<file path="config.mk">
export PLATFORM = sky130hd
export DESIGN_NAME = dma_chan_seq
export DESIGN_NICKNAME = d
export VERILOG_FILES = /design/src/rtl/dma_chan_pkg.sv /design/src/rtl/dma_chan_regs.sv /design/src/rtl/dma_chan_addr.sv /design/src/rtl/dma_chan_fsm.sv /design/src/rtl/dma_chan_seq.sv
export SDC_FILE = /design/constraint.sdc
export NUM_CORES = 1
export LEC_CHECK = 0
export BUFFER_PORTS_ARGS = -buffer_cell sky130_fd_sc_hd__buf_2
export CAP_MARGIN = 30
export CORE_UTILIZATION = 25
export DETAILED_ROUTE_END_ITERATION = 10
export PLACE_DENSITY = 0.41
export SYNTH_ARGS = -nofsm -noshare
export SYNTH_HDL_FRONTEND = slang
export SYNTH_HIERARCHICAL = 1
export SYNTH_SLANG_ARGS = --single-unit
</file>
<file path="constraint.sdc">
create_clock -name clk -period 7.04 [get_ports clk]
set_clock_uncertainty 0.15 [all_clocks]
set_input_delay 1.76 -clock clk [delete_from_list [all_inputs] [get_ports clk]]
set_output_delay 1.76 -clock clk [all_outputs]
set_load 0.03 [all_outputs]
</file>
<file path="src/rtl/dma_chan_pkg.sv">
package dma_chan_pkg;
  typedef enum logic [1:0] {
    ST_IDLE = 2'd0,
    ST_RD   = 2'd1,
    ST_WR   = 2'd2
  } seq_st_e;

  localparam int CAUSE_W = 3;
  localparam int C_SIZE  = 0;
  localparam int C_SRC   = 1;
  localparam int C_DST   = 2;

  // register offsets
  localparam logic [1:0] RA_CTRL = 2'd0;
  localparam logic [1:0] RA_SRC  = 2'd1;
  localparam logic [1:0] RA_DST  = 2'd2;
  localparam logic [1:0] RA_SIZE = 2'd3;

  typedef struct packed {
    logic [4:0] win_log2;
    logic       dst_ie;
    logic       dst_win;
    logic       src_ie;
    logic       src_win;
    logic       size_ie;
    logic       blk;
  } chan_cfg_t;
endpackage

</file>
<file path="src/rtl/dma_chan_regs.sv">
module dma_chan_regs
  import dma_chan_pkg::*;
#(
  parameter int RW = 32,
  parameter int CW = 16
) (
  input  logic               clk,
  input  logic               rst_n,
  input  logic               we,
  input  logic [1:0]         addr,
  input  logic [RW-1:0]      wdata,
  output logic [RW-1:0]      rdata,
  input  logic [RW-1:0]      src_cur,
  input  logic [RW-1:0]      dst_cur,
  input  logic               stop_evt,
  input  logic [CAUSE_W-1:0] stop_cause,
  output chan_cfg_t          cfg,
  output logic               en,
  output logic               flag,
  output logic [CAUSE_W-1:0] cause,
  output logic [CW-1:0]      size_q,
  output logic [1:0]         ld_addr,
  output logic               ld_cnt,
  output logic               irq
);
  localparam int B_EN    = 0;
  localparam int B_FLAG  = 1;
  localparam int B_BLK   = 2;
  localparam int B_SIE   = 3;
  localparam int B_SWIN  = 4;
  localparam int B_SIE2  = 5;
  localparam int B_DWIN  = 6;
  localparam int B_DIE   = 7;
  localparam int B_WIN_L = 8;
  localparam int B_CAU_L = 16;

  logic wr_ctrl;
  assign wr_ctrl    = we && (addr == RA_CTRL);
  assign ld_addr[0] = we && (addr == RA_SRC);
  assign ld_addr[1] = we && (addr == RA_DST);
  assign ld_cnt     = we && (addr == RA_SIZE);

  wire unused_hi = &{1'b0, wdata[RW-1:B_WIN_L+5]};

  always_ff @(posedge clk or negedge rst_n) begin
    if (!rst_n) begin
      cfg    <= '0;
      en     <= 1'b0;
      flag   <= 1'b0;
      cause  <= '0;
      size_q <= '0;
    end else begin
      if (wr_ctrl) begin
        cfg.blk      <= wdata[B_BLK];
        cfg.size_ie  <= wdata[B_SIE];
        cfg.src_win  <= wdata[B_SWIN];
        cfg.src_ie   <= wdata[B_SIE2];
        cfg.dst_win  <= wdata[B_DWIN];
        cfg.dst_ie   <= wdata[B_DIE];
        cfg.win_log2 <= wdata[B_WIN_L+:5];
      end
      if (ld_cnt) size_q <= wdata[CW-1:0];
      // a stop event outranks a simultaneous software write
      if (stop_evt) begin
        en    <= 1'b0;
        flag  <= 1'b1;
        cause <= cause | stop_cause;
      end else begin
        if (wr_ctrl) en <= wdata[B_EN];
        if (wr_ctrl && wdata[B_FLAG]) begin
          flag  <= 1'b0;
          cause <= '0;
        end
      end
    end
  end

  assign irq = |(cause & {cfg.dst_ie, cfg.src_ie, cfg.size_ie});

  always_comb begin
    rdata = '0;
    unique case (addr)
      RA_CTRL: begin
        rdata[B_EN]              = en;
        rdata[B_FLAG]            = flag;
        rdata[B_BLK]             = cfg.blk;
        rdata[B_SIE]             = cfg.size_ie;
        rdata[B_SWIN]            = cfg.src_win;
        rdata[B_SIE2]            = cfg.src_ie;
        rdata[B_DWIN]            = cfg.dst_win;
        rdata[B_DIE]             = cfg.dst_ie;
        rdata[B_WIN_L+:5]        = cfg.win_log2;
        rdata[B_CAU_L+:CAUSE_W]  = cause;
      end
      RA_SRC:  rdata = src_cur;
      RA_DST:  rdata = dst_cur;
      default: rdata[CW-1:0] = size_q;
    endcase
  end
endmodule

</file>
<file path="src/rtl/dma_chan_addr.sv">
module dma_chan_addr #(
  parameter int AW   = 32,
  parameter int STEP = 4
) (
  input  logic          clk,
  input  logic          rst_n,
  input  logic          ld,
  input  logic [AW-1:0] ld_val,
  input  logic          adv,
  input  logic          win_en,
  input  logic [4:0]    win_log2,
  output logic [AW-1:0] addr,
  output logic          wrap
);
  // returns {window carry, next address}
  function automatic logic [AW:0] win_step(input logic [AW-1:0] a,
                                           input logic [4:0]    n,
                                           input logic          wen);
    logic [AW-1:0] mask, low, sum;
    mask = wen ? ((AW'(1) << n) - AW'(1)) : '1;
    low  = a & mask;
    sum  = low + AW'(STEP);
    return {wen && (sum > mask), (a & ~mask) | (sum & mask)};
  endfunction

  logic [AW:0] nxt;
  assign nxt  = win_step(addr, win_log2, win_en);
  assign wrap = nxt[AW];

  always_ff @(posedge clk or negedge rst_n) begin
    if (!rst_n)   addr <= '0;
    else if (ld)  addr <= ld_val;
    else if (adv) addr <= nxt[AW-1:0];
  end
endmodule

</file>
<file path="src/rtl/dma_chan_fsm.sv">
module dma_chan_fsm
  import dma_chan_pkg::*;
#(
  parameter int CW = 16,
  parameter int DW = 32
) (
  input  logic               clk,
  input  logic               rst_n,
  input  chan_cfg_t          cfg,
  input  logic               en,
  input  logic               ld_cnt,
  input  logic [CW-1:0]      ld_val,
  input  logic [CW-1:0]      size_q,
  input  logic               dreq,
  input  logic               bus_ready,
  input  logic [DW-1:0]      bus_rdata,
  input  logic               src_wrap,
  input  logic               dst_wrap,
  output seq_st_e            st,
  output logic [DW-1:0]      rd_data,
  output logic               src_adv,
  output logic               dst_adv,
  output logic               stop_evt,
  output logic [CAUSE_W-1:0] stop_cause,
  output logic               unit_last
);
  logic [CW-1:0] cnt;
  logic          size_done;
  logic [1:0]    ovf_q;       // [0] source, [1] destination pending stop
  logic          rd_hs, wr_hs, try_acc, size_stop, start, seg_end, ovf_stop;
  logic          src_hit, dst_hit;
  logic [1:0]    ovf_all;

  assign rd_hs     = (st == ST_RD) && bus_ready;
  assign wr_hs     = (st == ST_WR) && bus_ready;
  assign unit_last = (cnt <= CW'(1));
  assign try_acc   = (st == ST_IDLE) && en && dreq;
  assign size_stop = try_acc && size_done && cfg.size_ie;
  assign start     = try_acc && !size_stop;
  assign src_hit   = rd_hs && src_wrap && cfg.src_ie;
  assign dst_hit   = wr_hs && dst_wrap && cfg.dst_ie;
  assign ovf_all   = {ovf_q[1] | dst_hit, ovf_q[0]};
  assign seg_end   = wr_hs && (!cfg.blk || unit_last);
  assign ovf_stop  = seg_end && (|ovf_all);
  assign stop_evt  = size_stop || ovf_stop;
  assign src_adv   = rd_hs;
  assign dst_adv   = wr_hs;

  always_comb begin
    stop_cause = '0;
    stop_cause[C_SIZE] = size_stop;
    stop_cause[C_SRC]  = ovf_stop && ovf_all[0];
    stop_cause[C_DST]  = ovf_stop && ovf_all[1];
  end

  always_ff @(posedge clk or negedge rst_n) begin
    if (!rst_n) begin
      st        <= ST_IDLE;
      cnt       <= '0;
      size_done <= 1'b0;
      ovf_q     <= '0;
      rd_data   <= '0;
    end else begin
      unique case (st)
        ST_IDLE: if (start) st <= ST_RD;
        ST_RD:   if (rd_hs) st <= ST_WR;
        ST_WR:   if (wr_hs) st <= (cfg.blk && !unit_last) ? ST_RD : ST_IDLE;
        default: st <= ST_IDLE;
      endcase
      if (rd_hs) rd_data <= bus_rdata;

      if (ld_cnt)     cnt <= ld_val;
      else if (wr_hs) cnt <= unit_last ? size_q : cnt - CW'(1);

      if (ld_cnt || start || size_stop) size_done <= 1'b0;
      else if (wr_hs && unit_last)      size_done <= 1'b1;

      if (ovf_stop) ovf_q <= '0;
      else begin
        if (src_hit) ovf_q[0] <= 1'b1;
        if (dst_hit) ovf_q[1] <= 1'b1;
      end
    end
  end
endmodule

</file>
<file path="src/rtl/dma_chan_seq.sv">
module dma_chan_seq
  import dma_chan_pkg::*;
#(
  parameter int AW = 32,
  parameter int DW = 32,
  parameter int CW = 16
) (
  input  logic          clk,
  input  logic          rst_n,
  input  logic          reg_we,
  input  logic [1:0]    reg_addr,
  input  logic [AW-1:0] reg_wdata,
  output logic [AW-1:0] reg_rdata,
  input  logic          dreq,
  output logic          bus_valid,
  output logic          bus_we,
  output logic [AW-1:0] bus_addr,
  output logic [DW-1:0] bus_wdata,
  input  logic          bus_ready,
  input  logic [DW-1:0] bus_rdata,
  output logic          irq
);
  localparam int STEP = DW / 8;

  chan_cfg_t          cfg_q;
  logic               ctl_en, ctl_flag, ld_cnt, stop_evt, unit_last;
  logic [CAUSE_W-1:0] cause, stop_cause;
  logic [CW-1:0]      size_q;
  logic [1:0]         ld_addr, ch_adv, ch_wrap, ch_win;
  logic [AW-1:0]      ch_addr [2];
  seq_st_e            st;
  logic [DW-1:0]      rd_data;
  logic               cfg_blk, seq_idle;

  assign ch_win   = {cfg_q.dst_win, cfg_q.src_win};
  assign cfg_blk  = cfg_q.blk;
  assign seq_idle = (st == ST_IDLE);

  dma_chan_regs #(.RW(AW), .CW(CW)) u_regs (
    .clk(clk), .rst_n(rst_n), .we(reg_we), .addr(reg_addr), .wdata(reg_wdata),
    .rdata(reg_rdata), .src_cur(ch_addr[0]), .dst_cur(ch_addr[1]),
    .stop_evt(stop_evt), .stop_cause(stop_cause), .cfg(cfg_q), .en(ctl_en),
    .flag(ctl_flag), .cause(cause), .size_q(size_q), .ld_addr(ld_addr),
    .ld_cnt(ld_cnt), .irq(irq)
  );

  // index 0 = source pointer, index 1 = destination pointer
  for (genvar g = 0; g < 2; g++) begin : g_ptr
    dma_chan_addr #(.AW(AW), .STEP(STEP)) u_ptr (
      .clk(clk), .rst_n(rst_n), .ld(ld_addr[g]), .ld_val(reg_wdata),
      .adv(ch_adv[g]), .win_en(ch_win[g]), .win_log2(cfg_q.win_log2),
      .addr(ch_addr[g]), .wrap(ch_wrap[g])
    );
  end

  dma_chan_fsm #(.CW(CW), .DW(DW)) u_fsm (
    .clk(clk), .rst_n(rst_n), .cfg(cfg_q), .en(ctl_en), .ld_cnt(ld_cnt),
    .ld_val(reg_wdata[CW-1:0]), .size_q(size_q), .dreq(dreq),
    .bus_ready(bus_ready), .bus_rdata(bus_rdata), .src_wrap(ch_wrap[0]),
    .dst_wrap(ch_wrap[1]), .st(st), .rd_data(rd_data), .src_adv(ch_adv[0]),
    .dst_adv(ch_adv[1]), .stop_evt(stop_evt), .stop_cause(stop_cause),
    .unit_last(unit_last)
  );

  assign bus_valid = (st != ST_IDLE);
  assign bus_we    = (st == ST_WR);
  assign bus_addr  = (st == ST_WR) ? ch_addr[1] : ch_addr[0];
  assign bus_wdata = rd_data;
endmodule

</file>
==> results.json <==
{
  "crit_type": "register to register",
  "reg2reg_from": "u_regs/cfg[10]",
  "slew-limit-headroom_pct": 31.2,
  "dieHeight_microns": 239,
  "min_path_type": "register to register",
  "min_to": "u_fsm/rd_data[3]",
  "routed_wl_microns": 56500,
  "gp_congestion": 0.901,
  "avgRoutedWirePerCell_microns": 22.2,
  "die-area_sq_um": 57200,
  "nNetsFinal": 1928,
  "grt_max_degree": 96,
  "reg2reg_slack_ns": 0.38,
  "antenna_found_initial": 2,
  "cts_tree": "yes",
  "crit_fanout": 20,
  "synth_edf_count": 0,
  "syn_nets": 1793,
  "hpwl_microns": 43700,
  "cp_slowest_cell": "or4_1",
  "min_from": "u_fsm/rd_data[3]",
  "fin_crit_ns": 6.66,
  "final-hold-violation-count": 0,
  "maxCapViolCount": 0,
  "drc": 0,
  "holdPathStages": 2,
  "ys.flop_type": "dfrtp_1",
  "critPathLaunchType": "register",
  "reg2reg_depth": 21,
  "grt_pass1_vias": 13235,
  "path_cells": "buf_4 > or3_1 > nor3_2 > inv_1 > ha_2 > or4_1 > o211ai_1 > o21ai_0 > buf_4 > or3_1 > nor4_1 > xnor2_1 > ha_1 > and3_1 > nand3_1 > or4_1 > or3_1 > o21a_1 > a31oi_1 > nand3_1 > a21oi_1",
  "cts.sinks": 149,
  "initial_core_util_pct": 25.4,
  "fin_setup_tns_ns": 0,
  "cpMostUsedCell": "or3_1",
  "core_area_sq_um": 55300,
  "yosys_register_bits": 149,
  "antenna_cells": 0,
  "placed_cells": 2511,
  "finalMaxSlewViolations": 0,
  "ys_warn_count": 6,
  "layout.cells.non_filler": 2544,
  "ctsHoldBuffers": 0,
  "overflow": 0,
  "vias_per_cell": 5.30,
  "p_leak_uw": 0.00707,
  "drtIter0Drc": 1345,
  "yosys.cell_count.top_type": "nand2_1",
  "crit_path_end_kind": "register",
  "drive_gt1_share_pct": 23.1,
  "areaGrowthSynthToFinish_pct": 15.4,
  "r2r-end": "u_fsm/ovf_q[0]",
  "syn_avg_cell_area_sq_um": 8.53,
  "arrival_ns": 6.90,
  "grt_pass1_wl_microns": 85100,
  "critPathRequiredTime_ns": 7.28,
  "worst_ir_drop_vdd_mv": 0.207,
  "numPortBuffers": 169,
  "track_usage_pct": 19.8,
  "cts_buffers": 17,
  "synth-async-reset-ratio_pct": 100,
  "fmax_ghz": 0.150,
  "grt_setup_unrepaired": "false",
  "root_buffer": "clkbuf_16",
  "htree_levels": 4,
  "num_vias": 13490,
  "clk_latency_ns": 0.47,
  "rows": 86,
  "yosysTopAreaCell": "dfrtp_1",
  "clk_path_buf_depth": 2,
  "detail-route-antenna-nets": 0,
  "worst_pin_slew_ns": 1.03,
  "synthTopCellsByCount": "nand2_1, dfrtp_1, nor2_1",
  "finalCritPeriodShare_pct": 94.6,
  "powerDensity_nw_per_um2": 313,
  "synth_area_sq_um": 14100,
  "dr.pass1.iters": 6,
  "slowest_delay_ns": 0.66,
  "yosys.area.top_type_share_pct": 26.5,
  "synthesis.instances": 1649,
  "ys_types": 115,
  "ys_seq_area_share_pct": 26.5,
  "cts.clk_slew.worst_paths_ns": 0.08,
  "die_w_microns": 239,
  "status": "completed",
  "ys_top_cells_by_area": "dfrtp_1, ha_1, nand2_1",
  "finalSetupViolations": 0,
  "boundaryPins": 170
}
[kinds of logic after synthesis]
logic type | after synthesis | synth area share, %
and+or+nand+nor | 674 | 26.6
AOI/OAI and AO/OA | 385 | 19.6
buffers and inverters | 183 | 6.68
DFF | 149 | 26.5
xor gates and xnor gates | 93 | 5.79
muxes | 92 | 8.42
adders and majority gates | 73 | 6.49
[per-layer routing]
metal	wire, microns	up-vias	GRT usage, %
met3	3330	68	3.61
met1	26800	6635	28.2
met5	27	-	0
met4	1220	4	5.89
li1	-	6321	-
met2	25100	462	30.2
[placed cells by master (no fill, tap or decap), types with 19 or more instances in the layout]
cell	instances
nand2_1	222
buf_2	168
dfrtp_1	146
nor2_1	88
inv_1	75
ha_1	72
o21ai_0	67
a21oi_1	64
xnor2_1	63
buf_4	49
mux2_4	48
nand3_1	45
nor3_1	38
nand4_1	36
o21ai_1	31
xor2_1	30
nor2b_1	29
nor4_1	28
mux2i_1	25
a22oi_1	23
and3_1	22
nand2b_1	20
a31oi_1	20
mux2_2	19
o211ai_1	19
and2_1	19
[how the worst max path moves through the flow]
stage	start	end	slack, ns	cells past startpoint
floorplan	u_regs/cfg[7]	u_fsm/ovf_q[0]	1.36	26
finish	u_regs/cfg[10]	u_fsm/ovf_q[0]	0.38	21
detailed placement	u_regs/cfg[10]	u_fsm/ovf_q[0]	0.15	23
CTS	u_regs/cfg[10]	u_fsm/ovf_q[0]	0.11	23
global route	u_regs/cfg[10]	u_fsm/ovf_q[0]	0.02	21
global placement	u_regs/cfg[9]	u_regs/cause[1]	0.25	23
[what timing repair did]
item                                    4_1_cts  5_1_grt
gates resized for setup                       0        7
endpoints found under the setup margin        0        6
buffers inserted                              0        1
[final cells by class]
cell class,count,area [sq um]
clock inverter,14,144
clock buffer,17,425
sequential,149,3730
timing repair buffer,219,1250
inverter,80,308
multi-input combinational,1317,9440
fill,6104,39100
tap,748,936
[worst max-delay path, delay by kind of cell, from the launching register on]
family,cells,cell delay [ns]
DFF,1,0.50
and+or+nand+nor,10,3.71
adders and majority gates,2,0.60
AOI/OAI and AO/OA,5,1.01
buffers and inverters,3,0.49
xor gates and xnor gates,1,0.11
[where the power goes]
part	total [uW]	internal, uW	switching (uW)
Clock	926	494	432
Sequential	1460	1100	359
Combinational	2700	1000	1700
Total	5080	2590	2490
[stage by stage]
stage | worst slack [ns] | power, uW | utilization, % | hold WS, ns | instance area [sq um]
finish | 0.380 | 5080 | 29.3 | 0.329 | 16200
global route | 0.0188 | 5420 | 29.3 | 0.344 | 16200
CTS | 0.110 | 5100 | 29.2 | 0.330 | 16200
detailed placement | 0.151 | 4140 | 28.2 | 0.308 | 15600
global placement | 0.253 | 4140 | 28.2 | 0.304 | 15600
floorplan | 1.36 | 3320 | - | 0.300 | 14100
(Power assumes the default switching activity.)
